==> src/rtl/pll_reprog_seq.sv <==
module pll_reprog_seq #(
  parameter int DW = 32,
  parameter int AW = 8,
  parameter int WAIT_US = 10,
  parameter int POLLS = 4,
  parameter logic [7:0] CTRL_ADDR = 8'h20,
  parameter logic [7:0] MUL_ADDR = 8'h24,
  parameter logic [7:0] DIV_ADDR = 8'h28,
  parameter logic [31:0] DIV_UNITY = 32'h0030_2062
) (
  input  logic          clk,
  input  logic          rst_n,
  input  logic          start_i,
  input  logic          need_div_i,
  input  logic [DW-1:0] mult_i,
  input  logic [DW-1:0] ctl_init_i,
  input  logic [DW-1:0] stat_i,
  input  logic          tick_us_i,
  output logic          wr_en_o,
  output logic [AW-1:0] wr_addr_o,
  output logic [DW-1:0] wr_data_o,
  output logic          busy_o,
  output logic          done_o,
  output logic          err_o
);
  localparam int TW = $clog2(WAIT_US + 1);
  localparam int PW = $clog2(POLLS + 1);
  localparam logic [DW-1:0] PD_M = DW'(1);
  localparam logic [DW-1:0] EN_M = DW'(16);
  localparam logic [DW-1:0] MGD_M = DW'(31);

  typedef enum logic [2:0] {S_IDLE, S_PD, S_MUL, S_DIV, S_PU, S_WAIT, S_EN} st_t;

  st_t            st;
  logic [DW-1:0]  shadow, mult_q;
  logic [TW-1:0]  tcnt;
  logic [PW-1:0]  pcnt;

  assign busy_o = (st != S_IDLE);

  always_ff @(posedge clk or negedge rst_n) begin
    if (!rst_n) begin
      st <= S_IDLE; shadow <= '0; mult_q <= '0;
      tcnt <= '0; pcnt <= '0; done_o <= 1'b0; err_o <= 1'b0;
    end else begin
      case (st)
        S_IDLE: if (start_i) begin
          done_o <= 1'b0;
          if (need_div_i) err_o <= 1'b1;
          else begin
            err_o  <= 1'b0;
            shadow <= (ctl_init_i & ~MGD_M) | PD_M;
            mult_q <= mult_i;
            st     <= S_PD;
          end
        end
        S_PD:  st <= S_MUL;
        S_MUL: st <= S_DIV;
        S_DIV: st <= S_PU;
        S_PU: begin
          shadow <= shadow & ~PD_M;
          tcnt <= '0; pcnt <= '0;
          st <= S_WAIT;
        end
        S_WAIT: if (tick_us_i) begin
          if (tcnt == TW'(WAIT_US - 1)) begin
            tcnt <= '0;
            if (stat_i[0]) st <= S_EN;
            else if (pcnt == PW'(POLLS - 1)) begin
              st <= S_IDLE; err_o <= 1'b1;
            end else pcnt <= pcnt + 1'b1;
          end else tcnt <= tcnt + 1'b1;
        end
        S_EN: begin st <= S_IDLE; done_o <= 1'b1; end
        default: st <= S_IDLE;
      endcase
    end
  end

  always_comb begin
    wr_en_o = 1'b1; wr_addr_o = AW'(CTRL_ADDR); wr_data_o = shadow;
    case (st)
      S_PD:  ;
      S_MUL: begin wr_addr_o = AW'(MUL_ADDR); wr_data_o = mult_q; end
      S_DIV: begin wr_addr_o = AW'(DIV_ADDR); wr_data_o = DW'(DIV_UNITY); end
      S_PU:  wr_data_o = shadow & ~PD_M;
      S_EN:  wr_data_o = shadow | EN_M;
      default: begin wr_en_o = 1'b0; wr_data_o = '0; end
    endcase
  end

  a_r2_pd_first: assert property (@(posedge clk) disable iff (!rst_n)
    $rose(busy_o) |-> (wr_en_o && wr_addr_o == AW'(CTRL_ADDR) && wr_data_o[0] && wr_data_o[4:1] == 4'b0));
  a_r6_en_after_lock: assert property (@(posedge clk) disable iff (!rst_n)
    (wr_en_o && wr_addr_o == AW'(CTRL_ADDR) && wr_data_o[4]) |-> $past(tick_us_i && stat_i[0]));
  a_r8_idle_quiet: assert property (@(posedge clk) disable iff (!rst_n)
    !busy_o |-> !wr_en_o);
  a_r10_flags_excl: assert property (@(posedge clk) disable iff (!rst_n)
    !(done_o && err_o));
  a_r5_poll_bound: assert property (@(posedge clk) disable iff (!rst_n)
    pcnt < PW'(POLLS));
  a_r10_done_hold: assert property (@(posedge clk) disable iff (!rst_n)
    (done_o && !start_i) |=> done_o);
endmodule

==> config.mk <==
export PLATFORM = sky130hd
export DESIGN_NAME = pll_reprog_seq
export DESIGN_NICKNAME = d
export VERILOG_FILES = /design/src/rtl/pll_reprog_seq.sv
export SDC_FILE = /design/constraint.sdc
export NUM_CORES = 1
export LEC_CHECK = 0
export BUFFER_PORTS_ARGS = -buffer_cell sky130_fd_sc_hd__buf_4
export CAP_MARGIN = 20
export CORE_ASPECT_RATIO = 1.25
export CORE_UTILIZATION = 53
export CTS_CLUSTER_SIZE = 24
export DETAILED_ROUTE_END_ITERATION = 8
export PLACE_DENSITY = 0.86
export SETUP_SLACK_MARGIN = 0.15
export SYNTH_ARGS = -nofsm -noshare
export SYNTH_HDL_FRONTEND = slang
export SYNTH_SLANG_ARGS = --single-unit
==> constraint.sdc <==
create_clock -name clk -period 3.5 [get_ports clk]
set_input_delay 0.525 -clock clk [delete_from_list [all_inputs] [get_ports clk]]
set_output_delay 0.525 -clock clk [all_outputs]
set_load 0.1 [all_outputs]
==> results of run 1 <==
-- sequential cells by signal, indices dropped and copies added (netlist names) --
signal,flops
tcnt,4
done_o,1
st,3
mult_q,32
pcnt,3
shadow,28
err_o,1
-- cells in the final DEF (no fill, tap or decap), drive strengths merged, types with 3 or more instances in the layout --
master  instances
inv             7
nand2          12
o21ai           7
nor2           10
mux2           60
clkbuf         11
conb            6
a21o            7
a21oi          13
buf           106
ha              4
nand3           5
dfrtp          72
nor3            3
nor2b           3
nand2b          3
a22o           24
-- stage by stage --
step,worst slack (ns),util (%),cell area [um^2],instances,hold slack [ns]
6_report,0.744,70.6,4670,469,0.306
5_1_grt,0.602,70.6,4670,469,0.369
4_1_cts,0.763,70.2,4640,468,0.343
3_5_place_dp,1.18,66.9,4420,452,0.491
3_3_place_gp,1.19,66.9,4420,452,0.484
2_1_floorplan,0.168,-,3670,283,0.229
-- critical path, delay by kind of cell, from the launching register on --
kind / cells / cell delay (ns)
AOI/OAI and AO/OA: 1 / 0.23
buffers and inverters: 1 / 0.29
DFF: 1 / 0.55
muxes: 1 / 0.54
and+or+nand+nor: 1 / 0.27
-- logic make-up after synthesis --
kind of cell / synth area share, %
DFF: 49.3
AOI/OAI and AO/OA: 12.7
muxes: 24.8
and+or+nand+nor: 6.61
buffers and inverters: 5.03
adders and majority gates: 1.37
other: 0.205
-- final timing paths --
path | startpoint | to | slack, ns | depth (start not counted)
min in group clk | mult_i[24] | mult_q[24] | 0.40 | 2
min | rst_n | mult_q[11] | 0.31 | 1
max reg2reg | st[1] | shadow[15] | 1.45 | 4
max | st[1] | wr_data_o[26] | 0.74 | 4
max in group asynchronous | rst_n | done_o | 2.62 | 1
min reg2reg | mult_q[3] | mult_q[3] | 0.51 | 1
-- per-layer routing --
metal,up-vias,global-route usage [%]
met4,0,9.46
met1,1277,28.6
li1,1195,-
met2,93,36.9
met5,-,0
met3,10,7.44
-- area by class of cell --
class,instances,area share [%]
sequential,72,38.6
multi-input combinational,182,36.4
timing repair buffer,106,17.5
clock buffer,11,3.03
tap,87,2.33
clock inverter,5,1.69
inverter,6,0.483
==> impl_metrics.env, run 1 <==
export IMPL_grt_pass1_vias=2605
export IMPL_cp_end_kind="output port"
export IMPL_die_area_um2=7240
export IMPL_hold_viol=0
export IMPL_async_flop_share_pct=100
export IMPL_netlist_top_cell_by_area="dfrtp_1"
export IMPL_path_class="register to output port"
export IMPL_io_buffers=102
export IMPL_grt_ovfl_total=0
export IMPL_cts_resized=0
export IMPL_netlist_cell_type_count=41
export IMPL_htreeDepth=3
export IMPL_drc=0
export IMPL_cp_slowest_cell="dfrtp_1"
export IMPL_drive_gt1_share_pct=48.7
export IMPL_grt_pass1_wl_mm=12.8
export IMPL_rsz0062_at_grt="false"
export IMPL_timing_slew_headroom_pct=40.4
export IMPL_cp_start_kind="register"
export IMPL_synth_cell_area_um2=3660
export IMPL_seq_area_frac_synth_pct=49.3
export IMPL_syn_area_per_cell_um2=13.1
export IMPL_ys_warn_count=0
export IMPL_syn_inst=279
export IMPL_post_cts_setup_buffer_count=0
export IMPL_synth_ff_type="dfrtp_1"
export IMPL_yosysMostFrequentCell="dfrtp_1"
export IMPL_cp_required_ns=2.97
export IMPL_cts_sinks=72
export IMPL_nets=482
export IMPL_wl_met2_mm=3.94
export IMPL_crit_arrival_ns=2.23
export IMPL_highest_layer="met4"
export IMPL_clock_skew_ns=0.00620
export IMPL_antenna_found_initial=0
export IMPL_drv_cap=0
export IMPL_start_util_pct=55.3
export IMPL_finalMaxSlewViolations=0
export IMPL_path_cells="nor2_1 -> mux2_2 -> a22o_1 -> buf_4"
export IMPL_timing_fmax_mhz=363
export IMPL_tns_ns=0
export IMPL_grtUsageTotal_pct=22.9
export IMPL_core_area_um2=6610
export IMPL_dieHeight_um=94.9
export IMPL_dieWidth_um=76.3
export IMPL_synth_area_leaders="dfrtp_1, mux2_4, a22o_1"
export IMPL_totalWireLength_mm=7.97
export IMPL_regArea_um2=1800
export IMPL_yosys_area_top_type_share_pct=49.3
export IMPL_cts_tree="built"
export IMPL_drt_iter0_drc=128
export IMPL_place_gp_congestion=0.756
export IMPL_wl_met1_mm=3.39
export IMPL_finalSetupViolations=0
export IMPL_synth_common_cells="dfrtp_1, mux2_4, a22o_1, a21oi_1, nand2_1"
export IMPL_multi_input_area_um2=1700
export IMPL_first_pass_iters=4
export IMPL_ctsHoldBuffers=0
export IMPL_vias=2575
export IMPL_grt_max_degree=73
export IMPL_fill_cells=472
export IMPL_status="completed"
export IMPL_num_rows=33
export IMPL_clock_latency_ns=0.34
export IMPL_clk_pin_slew_worst_paths_ns=0.07
export IMPL_finalCritPeriodShare_pct=78.7
export IMPL_hpwl_mm=5.20
export IMPL_syn2layout_area_growth_pct=27.6
export IMPL_wl_per_cell_um=17.0
export IMPL_clk_path_buf_depth=2
export IMPL_cp_max_fo=22
export IMPL_critPathMaxStageDelay_ns=0.55
export IMPL_layout_min_cycle_time_ns=2.76
export IMPL_viasPerCell=5.49
export IMPL_root_buffer="clkbuf_8"
export IMPL_ys_ff_latch=72
export IMPL_worst_slew_pin_slew_ns=0.894
export IMPL_min_path_type="input port to asynchronous set/reset pin"
export IMPL_synth_edf_count=0
export IMPL_numCtsBuffers=9
export IMPL_met3_length_um=517
export IMPL_antenna_cells=0
export IMPL_io_pin_count=145
export IMPL_ant_nets=0
Power of run 1 is left out: the tool's default activity adds up to more than one toggle a clock period on the data nets, which glitch-free logic cannot reach.
==> run 2: changes to the inputs <==
- ABC_AREA: default -> 1
- CORE_UTILIZATION: 53 -> 44
- PLACE_DENSITY: 0.86 -> 0.76
- clock period: 3.5 -> 2.3 ns (I/O delays scaled with it)
==> impl_metrics.env, run 2 <==
export IMPL_clk_pin_slew_worst_paths_ns=0.08
export IMPL_vias=3364
export IMPL_hold_viol=0
export IMPL_ant_nets=0
export IMPL_highest_layer="met4"
export IMPL_regToRegEndpoint="mult_q[30]"
export IMPL_clock_skew_ns=0.00754
export IMPL_critPathTopFamily="buffers and inverters"
export IMPL_syn2layout_area_growth_pct=44.6
export IMPL_wl_met2_mm=5.07
export IMPL_numCtsBuffers=9
export IMPL_regMostFlops="mult_q"
export IMPL_num_rows=36
export IMPL_path_class="register to output port"
export IMPL_hpwl_mm=6.59
export IMPL_cts_sinks=72
export IMPL_r2r_cells=8
export IMPL_reg_largest_list="mult_q (32), shadow (28), tcnt (4)"
export IMPL_cp_max_fo=13
export IMPL_root_buffer="clkbuf_8"
export IMPL_yosysMostFrequentCell="nand2_1"
export IMPL_io_buffers=102
export IMPL_place_gp_congestion=0.831
export IMPL_first_pass_iters=4
export IMPL_status="completed"
export IMPL_grt_ovfl_total=0
export IMPL_die_area_um2=8660
export IMPL_cp_start_kind="register"
export IMPL_drv_cap=0
export IMPL_synth_area_leaders="dfrtp_1, nand2_1, nand3_1"
export IMPL_rrSetupSlack_ns=0.61
export IMPL_finalSetupViolations=0
export IMPL_finalMaxSlewViolations=0
export IMPL_seq_area_frac_synth_pct=49.4
export IMPL_drt_iter0_drc=140
export IMPL_cp_end_kind="output port"
export IMPL_core_area_um2=7930
export IMPL_reg2reg_from="st[1]"
export IMPL_syn_area_per_cell_um2=7.76
export IMPL_layout_commonest_cell="nand2_1"
export IMPL_path_cells="inv_2 -> nor2_4 -> inv_2 -> nor2_4 -> buf_6 -> nand2_1 -> o21ai_4 -> buf_12"
export IMPL_fill_cells=673
export IMPL_rsz0062_at_grt="true"
export IMPL_crit_arrival_ns=1.80
export IMPL_synth_edf_count=0
export IMPL_netlist_cell_type_count=27
export IMPL_critPathMaxStageDelay_ns=0.45
export IMPL_grtUsageTotal_pct=23.0
export IMPL_htreeDepth=3
export IMPL_finalCritPeriodShare_pct=93.1
export IMPL_timing_fmax_mhz=467
export IMPL_synth_ff_type="dfrtp_1"
export IMPL_grt_max_degree=40
export IMPL_clk_path_buf_depth=2
export IMPL_cts_tree="built"
export IMPL_dieWidth_um=83.4
export IMPL_final_cell_mix="nand2_1, buf_4, dfrtp_1"
export IMPL_antenna_found_initial=0
export IMPL_cp_slowest_cell="dfrtp_2"
export IMPL_drc=0
export IMPL_grt_pass1_wl_mm=15.9
export IMPL_viasPerCell=4.98
export IMPL_hold_depth=3
export IMPL_worst_path_buf_inv=4
export IMPL_largest_reg_flops=32
export IMPL_async_flop_share_pct=100
export IMPL_clock_latency_ns=0.34
export IMPL_yosys_area_top_type_share_pct=49.4
export IMPL_cp_required_ns=1.96
export IMPL_nets=681
export IMPL_netlist_top_cell_by_area="dfrtp_1"
export IMPL_met3_length_um=515
export IMPL_start_util_pct=46.0
export IMPL_post_route_util_pct=66.5
export IMPL_min_from="mult_i[13]"
export IMPL_synth_common_cells="nand2_1, dfrtp_1, nand3_1, inv_1, o21ai_1"
export IMPL_min_path_type="input port to register"
export IMPL_wl_met1_mm=3.70
export IMPL_grt_pass1_vias=3385
export IMPL_synth_cell_area_um2=3650
export IMPL_dieHeight_um=104
export IMPL_drive_gt1_share_pct=31.0
export IMPL_totalWireLength_mm=9.44
export IMPL_ys_warn_count=0
export IMPL_layout_min_cycle_time_ns=2.14
export IMPL_antenna_cells=0
export IMPL_io_pin_count=145
export IMPL_wl_per_cell_um=14.0
export IMPL_ys_ff_latch=72
export IMPL_min_to="mult_q[13]"
export IMPL_syn_inst=470
[run 2: changes by cell type in the layout (fill, tap and decap cells not counted), moves of 23 or more]
cell | before | now
a22o_1 | 24 | 0
mux2_4 | 59 | 0
buf_12 | 0 | 23
nand3_1 | 5 | 66
nand2_1 | 12 | 164
inv_1 | 5 | 44
[run 2: worst max-delay path by stage]
| stage | slack, ns | endpoint | cells after the start | start |
|---|---|---|---|---|
| after floorplan | -0.27 | wr_data_o[11] | 4 | st[2] |
| after global placement | 0.23 | wr_data_o[8] | 5 | st[2] |
| after detailed placement | 0.23 | wr_data_o[26] | 5 | st[2] |
| after CTS | 0.11 | wr_data_o[26] | 8 | st[1] |
| after global routing | 0.06 | wr_data_o[19] | 8 | st[1] |
| final | 0.16 | wr_data_o[22] | 8 | st[1] |
[run 2: routing by layer]
metal,GRT usage [%],up-vias
met2,40.9,85
met1,27.0,1583
met5,0,-
met3,6.14,12
met4,6.90,0
li1,-,1684
[run 2: cell families after synthesis]
| family | synth area share [%] |
|---|---|
| compound gates | 7.52 |
| fa+ha+maj | 1.37 |
| flops | 49.4 |
| simple gates | 31.0 |
| buf+inv | 10.5 |
| other cells | 0.206 |
[run 2: cell type report]
class / instances / area [um^2] / area share [%]
clock buffer: 9 / 124 / 2.35
clock inverter: 7 / 62.6 / 1.19
inverter: 49 / 186 / 3.54
multi-input combinational: 323 / 1730 / 32.8
sequential: 72 / 1800 / 34.2
tap: 95 / 119 / 2.25
timing repair buffer: 121 / 1250 / 23.7
[run 2: tightest hold or removal path, delay by kind of cell]
kind                   cells  cell delay (ns)
buffers and inverters      1             0.07
AND/OR/NAND/NOR            2             0.12
[run 2: per-stage QoR]
step	TNS [ns]	setup slack [ns]	std cells	hold WS, ns	cell area [um^2]
floorplan	-1.92	-0.274	474	0.0494	3890
global placement	0	0.233	653	0.323	4710
detailed placement	0	0.225	653	0.331	4710
CTS	0	0.111	674	0.209	5220
global route	0	0.0606	676	0.222	5270
finish	0	0.159	676	0.224	5270
[run 2: timing repair]
action / in CTS / in global routing
buffers inserted: 4 / 2
resized for setup: 69 / 9
hold endpoints to repair: 33 / 0
pin swaps: 2 / 0
setup endpoints to repair: 33 / 30
hold buffers: 1 / 0
Power of run 2 is left out for the same reason.
